==> config.mk <==
export PLATFORM = sky130hd
export DESIGN_NAME = page_mapper
export DESIGN_NICKNAME = d
export VERILOG_FILES = /design/src/rtl/mapper_pkg.sv /design/src/rtl/mapper_ctrl.sv /design/src/rtl/mapper_regfile.sv /design/src/rtl/mapper_xlate.sv /design/src/rtl/page_mapper.sv
export SDC_FILE = /design/constraint.sdc
export NUM_CORES = 1
export LEC_CHECK = 0
export BUFFER_PORTS_ARGS = -buffer_cell sky130_fd_sc_hd__buf_2
export CORE_ASPECT_RATIO = 0.7
export CORE_MARGIN = 5
export CORE_UTILIZATION = 64
export DETAILED_ROUTE_END_ITERATION = 16
export PLACE_DENSITY = 0.95
export SYNTH_ARGS = -nofsm -noshare
export SYNTH_HDL_FRONTEND = slang
export SYNTH_SLANG_ARGS = --single-unit
==> constraint.sdc <==
create_clock -name clk_i -period 3.3 [get_ports clk_i]
set_input_delay 0.165 -clock clk_i [delete_from_list [all_inputs] [get_ports clk_i]]
set_output_delay 0.165 -clock clk_i [all_outputs]
set_load 0.1 [all_outputs]
==> src/rtl/mapper_pkg.sv <==
package mapper_pkg;
  localparam int unsigned CPU_AW    = 16;
  localparam int unsigned OFF_W     = 12;
  localparam int unsigned REGION_W  = CPU_AW - OFF_W;
  localparam int unsigned NUM_REGS  = 1 << REGION_W;
  localparam int unsigned IDX_W     = $clog2(NUM_REGS);
  localparam logic [REGION_W-1:0] LOW_RAM_FIRST  = 4'h2;
  localparam logic [REGION_W-1:0] LOW_RAM_LAST   = 4'h3;
  localparam logic [REGION_W-1:0] HIGH_RAM_FIRST = 4'hA;

  typedef logic [REGION_W-1:0] region_t;

  function automatic logic region_is_ram(input region_t r);
    return ((r >= LOW_RAM_FIRST) && (r <= LOW_RAM_LAST)) || (r >= HIGH_RAM_FIRST);
  endfunction
endpackage

==> src/rtl/mapper_ctrl.sv <==
module mapper_ctrl #(
  parameter logic [15:0] CTRL_BASE = 16'h1E00
) (
  input  logic        clk_i,
  input  logic        rst_ni,
  input  logic [15:0] io_addr_i,
  input  logic        io_wr_i,
  input  logic        io_bit_i,
  output logic        win_en_o,
  output logic        map_en_o
);
  localparam logic [14:0] BIT0_ADDR = CTRL_BASE[15:1];
  localparam logic [14:0] BIT1_ADDR = CTRL_BASE[15:1] + 15'd1;

  // bit addressing: address bit 0 carries no bit-select information
  always_ff @(posedge clk_i or negedge rst_ni) begin
    if (!rst_ni) begin
      win_en_o <= 1'b0;
      map_en_o <= 1'b0;
    end else if (io_wr_i) begin
      if (io_addr_i[15:1] == BIT0_ADDR) win_en_o <= io_bit_i;
      if (io_addr_i[15:1] == BIT1_ADDR) map_en_o <= io_bit_i;
    end
  end
endmodule

==> src/rtl/mapper_regfile.sv <==
module mapper_regfile #(
  parameter int unsigned NUM_REGS = 16,
  parameter int unsigned PAGE_W   = 8,
  localparam int unsigned IDX_W   = $clog2(NUM_REGS)
) (
  input  logic              clk_i,
  input  logic              rst_ni,
  input  logic              wr_en_i,
  input  logic [IDX_W-1:0]  wr_idx_i,
  input  logic [PAGE_W-1:0] wr_data_i,
  input  logic [IDX_W-1:0]  rd_idx_i,
  output logic [PAGE_W-1:0] rd_data_o,
  input  logic [IDX_W-1:0]  xl_idx_i,
  output logic [PAGE_W-1:0] xl_data_o
);
  logic [PAGE_W-1:0] page_q [NUM_REGS];

  for (genvar g = 0; g < NUM_REGS; g++) begin : g_reg
    always_ff @(posedge clk_i or negedge rst_ni) begin
      if (!rst_ni) page_q[g] <= '0;
      else if (wr_en_i && (wr_idx_i == IDX_W'(g))) page_q[g] <= wr_data_i;
    end
  end

  // separate ports: software readback and address translation
  assign rd_data_o = page_q[rd_idx_i];
  assign xl_data_o = page_q[xl_idx_i];
endmodule

==> src/rtl/mapper_xlate.sv <==
module mapper_xlate
  import mapper_pkg::*;
#(
  parameter int unsigned PAGE_W      = 8,
  parameter int unsigned PHYS_PAGE_W = 6,
  localparam int unsigned RAM_AW     = PHYS_PAGE_W + OFF_W
) (
  input  logic              map_en_i,
  input  logic [CPU_AW-1:0] cpu_addr_i,
  input  logic              cpu_rd_i,
  input  logic              cpu_wr_i,
  input  logic [PAGE_W-1:0] page_i,
  output logic [RAM_AW-1:0] ram_addr_o,
  output logic              ram_cs_o
);
  region_t           region;
  logic [PAGE_W-1:0] page_sel;

  assign region   = cpu_addr_i[CPU_AW-1:OFF_W];
  assign page_sel = map_en_i ? page_i : PAGE_W'(region);

  // truncation to the installed page count makes page numbers wrap
  assign ram_addr_o = {page_sel[PHYS_PAGE_W-1:0], cpu_addr_i[OFF_W-1:0]};
  assign ram_cs_o   = (cpu_rd_i || cpu_wr_i) && region_is_ram(region);
endmodule

==> src/rtl/page_mapper.sv <==
module page_mapper
  import mapper_pkg::*;
#(
  parameter logic [15:0] CTRL_BASE   = 16'h1E00,
  parameter logic [15:0] WIN_BASE    = 16'h4000,
  parameter int unsigned PAGE_W      = 8,
  parameter int unsigned PHYS_PAGE_W = 6,
  localparam int unsigned RAM_AW     = PHYS_PAGE_W + OFF_W,
  localparam int unsigned WIN_LSB    = IDX_W + 1
) (
  input  logic              clk_i,
  input  logic              rst_ni,
  input  logic [15:0]       cpu_addr_i,
  input  logic [PAGE_W-1:0] cpu_wdata_i,
  input  logic              cpu_rd_i,
  input  logic              cpu_wr_i,
  input  logic [15:0]       io_addr_i,
  input  logic              io_wr_i,
  input  logic              io_bit_i,
  output logic [RAM_AW-1:0] ram_addr_o,
  output logic              ram_cs_o,
  output logic [PAGE_W-1:0] rdata_o,
  output logic              rdata_oe_o
);
  logic              win_en_q, map_en_q;
  logic              win_hit, reg_wr;
  logic [IDX_W-1:0]  win_idx;
  logic [PAGE_W-1:0] rd_page, xl_page;

  mapper_ctrl #(.CTRL_BASE(CTRL_BASE)) u_ctrl (
    .clk_i, .rst_ni, .io_addr_i, .io_wr_i, .io_bit_i,
    .win_en_o(win_en_q), .map_en_o(map_en_q)
  );

  assign win_hit = (cpu_addr_i[CPU_AW-1:WIN_LSB] == WIN_BASE[CPU_AW-1:WIN_LSB]);
  assign win_idx = cpu_addr_i[IDX_W:1];
  // only the even byte of a register word is writable
  assign reg_wr  = win_en_q && win_hit && cpu_wr_i && !cpu_addr_i[0];

  mapper_regfile #(.NUM_REGS(NUM_REGS), .PAGE_W(PAGE_W)) u_regs (
    .clk_i, .rst_ni,
    .wr_en_i(reg_wr), .wr_idx_i(win_idx), .wr_data_i(cpu_wdata_i),
    .rd_idx_i(win_idx), .rd_data_o(rd_page),
    .xl_idx_i(cpu_addr_i[CPU_AW-1:OFF_W]), .xl_data_o(xl_page)
  );

  // both bytes of a word mirror the register
  assign rdata_oe_o = win_en_q && win_hit && cpu_rd_i;
  assign rdata_o    = rdata_oe_o ? rd_page : '0;

  mapper_xlate #(.PAGE_W(PAGE_W), .PHYS_PAGE_W(PHYS_PAGE_W)) u_xlate (
    .map_en_i(map_en_q), .cpu_addr_i, .cpu_rd_i, .cpu_wr_i,
    .page_i(xl_page), .ram_addr_o, .ram_cs_o
  );
endmodule

==> key figures <==
Outcome
  • Status: complete, no violations

Synthesis
  • Ys Warns: 0
  • Number of synthesized flops with an enable pin: 0
  • Distinct cells, synth: between 40 and 50
  • Register area share after synthesis: between 40% and 50%
  • Post-Syn Area: 0.00698 mm2
  • Largest cells by area after synthesis: dfrtp_1 47%, mux2_2 21%, mux4_2 16%, mux2i_1 2.0%, a22oi_1 1.7%
  • Syn_nets: around 520
  • Yosys top cell area share: 46.6%
  • Syn Area/Cell: roughly 15 um2
  • Commonest cells in the synthesized netlist: 130 x dfrtp_1, 130 x mux2_2, 51 x mux4_2
  • Synthesized netlist cell count: 475
  • Primary FF master, synth: dfrtp_1
  • Asr flop ratio synth: 100%
  • Synth area leader: dfrtp_1
  • Synth Register Bits: 130

Floorplan
  • Starting Density: 66.4%
  • DIE HEIGHT: 97.4 um
  • Die X: between 100 and 150 um
  • Row count: 31
  • Die area: 0.0131 mm2
  • Core Box Area: 0.0105 mm2
  • I/O pins: 74

Timing
  • Total Negative Setup Slacks: 0 ns
  • Final min period: 2.57 ns
  • Hold WS: 0.0909 ns
  • Tcrit/Tclk final: 78.0%
  • Worst slew pin tran: roughly 1.0 ns
  • Final Hold Fails: 0
  • Max Slew Vio Count: 0
  • Slew Limit Headroom: 33.5%
  • Setup Skew: 0.00693 ns
  • Final Setup Violations: 0
  • Maximum clock rate: 389 MHz
  • RSZ-0062 raised after global routing: false

Clocking
  • Maximum buffer depth of the clock tree: 2
  • Root Buffer: clkbuf_16
  • Post-CTS Setup Inserts: 0
  • TritonCTS clock tree: yes
  • CTS H-tree depth: 4
  • CTS sink cnt: 130
  • Clock-pin slew on the worst setup and hold paths: 0.06 ns
  • Worst-Skew Late Latency: 0.42 ns
  • CTS buffer count: 17

GRT
  • First-pass GRT wire length: 29.8 mm
  • Number of global-route vias before repair: 5223
  • GR Layer Usage met2: 47.2%
  • Met1 global-route usage: 40.4%
  • GR peak layer: met2
  • GRT Residual Overflow: 0
  • Met3 Track Usage GR: around a tenth
  • Largest net degree at the start of global routing: 85
  • Initial antenna violation count: 0
  • GRT Resource Usage Total: 30.5%

Drt
  • DRT Wirelength: 18.9 mm
  • DR WL/cell: 26.9 um
  • Vias/cell: ~7.0
  • DRT antenna net count: 0
  • Initial DRC count: 523
  • DRC errors left: 0
  • Vias: 4956
  • DRT Pass-1 Iters: 6

Critical path
  • Reg2reg setup slack: just under 1 ns
  • CP arrival: between 2 and 2.5 ns
  • Crit-path cells: inv_1, a311o_1, a311oi_1, a211o_1, buf_2
  • Startpoint Class: flop
  • CP max stage cell: dfrtp_1
  • Critical path data required time: 3.13 ns
  • Path type of the worst setup path: flop to output port
  • Max incr delay on CP: 0.57 ns
  • Crit Path Max Fanout: 10
  • Crit. End Element: output port
  • Worst reg2reg path endpoint: u_regs.page_q[124]
  • Reg2reg start: u_ctrl.win_en_o
  • Register-to-Register Path Depth: 4

Pwr
  • Net Sw Frac: 24.6%
  • P_int: 0.00287 W
  • Sequential share of power: 41.9%
  • Power share of the combinational group: 8.0%
  • Clock network fraction of total power: 50.2%
  • Pwr dens: 472 mW/mm2
  • Peak supply drop: slightly below 400 uV
  • Leak: 3.81 nW
  • Switching power: 0.000938 W

Hold path
  • Hold Path Sink: u_ctrl.map_en_o
  • Hold path start: io_addr_i[1]
  • Worst min path class: input port to flop
  • Hold Path Depth: 3

Cells and area
  • Final instance area: 0.00808 mm2
  • Final nets: 589
  • # fillers: 618
  • Share of post-route cells with drive strength above 1: between 50% and 60%
  • # diodes: 0
  • P&R area growth vs syn: 15.8%

Place
  • Detailed Place HPWL: about 12 mm
  • Number of port buffers: a little over 70
  • RePlAce Congestion: 0.861
  • Post-DP Area: 0.00746 mm2

Run
  • Max_cap viols: 0
-- placed cells by master (no fill, tap or decap), types with 3 or more instances in the layout --
cell type	n
a21oi_1	11
mux4_2	51
inv_1	4
dfrtp_1	130
nand2_1	7
mux2_2	130
nand4_1	4
clkinv_2	4
o22ai_1	6
nor3b_1	3
clkbuf_16	17
nor2_1	6
bufinv_16	3
buf_4	17
nand3_1	8
nor3_2	7
clkinv_4	4
mux2i_1	14
buf_2	71
a22oi_1	16
-- power by group through the flow --
stage / registers, W / logic [W] / clock network [W]
3_3_place_gp: 0.00162 / 0.000290 / 0
2_1_floorplan: 0.00162 / 0.000196 / 0
6_report: 0.00159 / 0.000303 / 0.00191
5_1_grt: 0.00159 / 0.000323 / 0.00201
3_5_place_dp: 0.00162 / 0.000300 / 0
4_1_cts: 0.00159 / 0.000302 / 0.00192
-- worst max-delay path: cells and delay by family (launching register included) --
kind	cells	cell delay [ns]
AO/OA/AOI/OAI	3	0.80
buffers and inverters	2	0.62
flip-flops	1	0.57
-- repair_timing --
action | 4_1_cts | 5_1_grt
hold buffers | 2 | 0
resized for setup | 0 | 0
endpoints found under the hold margin | 48 | 0
-- per-stage QoR --
stage / utilization (%) / instances / worst slack [ns] / total power, W
2_1_floorplan: - / 475 / 0.386 / 0.00182
3_3_place_gp: 71.0 / 670 / 0.735 / 0.00191
3_5_place_dp: 71.0 / 670 / 0.594 / 0.00192
4_1_cts: 76.9 / 703 / 0.740 / 0.00382
5_1_grt: 76.9 / 703 / 0.604 / 0.00392
6_report: 76.9 / 703 / 0.727 / 0.00381
-- flip-flops by register name, indices dropped and copies added (netlist names) --
register         count
u_regs.page_q      128
u_ctrl.map_en_o      1
u_ctrl.win_en_o      1
-- logic make-up after synthesis --
| logic type | share of synthesized area [%] |
|---|---|
| simple gates | 6.06 |
| flops | 46.6 |
| compound gates | 4.20 |
| buf+inv | 3.50 |
| mux | 39.6 |
-- how the worst max path moves through the flow --
stage | start | to | slack (ns)
3_3_place_gp | cpu_addr_i[12] | u_regs.page_q[124] | 0.74
5_1_grt | cpu_addr_i[12] | ram_addr_o[13] | 0.60
4_1_cts | cpu_addr_i[12] | ram_addr_o[13] | 0.74
2_1_floorplan | cpu_addr_i[12] | ram_addr_o[15] | 0.39
3_5_place_dp | cpu_addr_i[12] | u_regs.page_q[14] | 0.59
6_report | u_ctrl.map_en_o | ram_addr_o[13] | 0.73
-- layout make-up --
cell class,instances,area [um2],area share [%]
multi-input cells,297,3480,43.1
repair buffers,92,543,6.72
flip-flops and latches,130,3250,40.3
well taps,148,185,2.29
clock inverters,13,161,2.00
clock buffers,18,439,5.44
inverters,5,18.8,0.232
-- per-layer routing --
metal	vias up	wire (um)
met1	2555	7140
met2	344	9230
met3	65	1970
met4	0	611
li1	1992	-
met5	-	0
No activity file was read; power rests on OpenSTA's default activity.
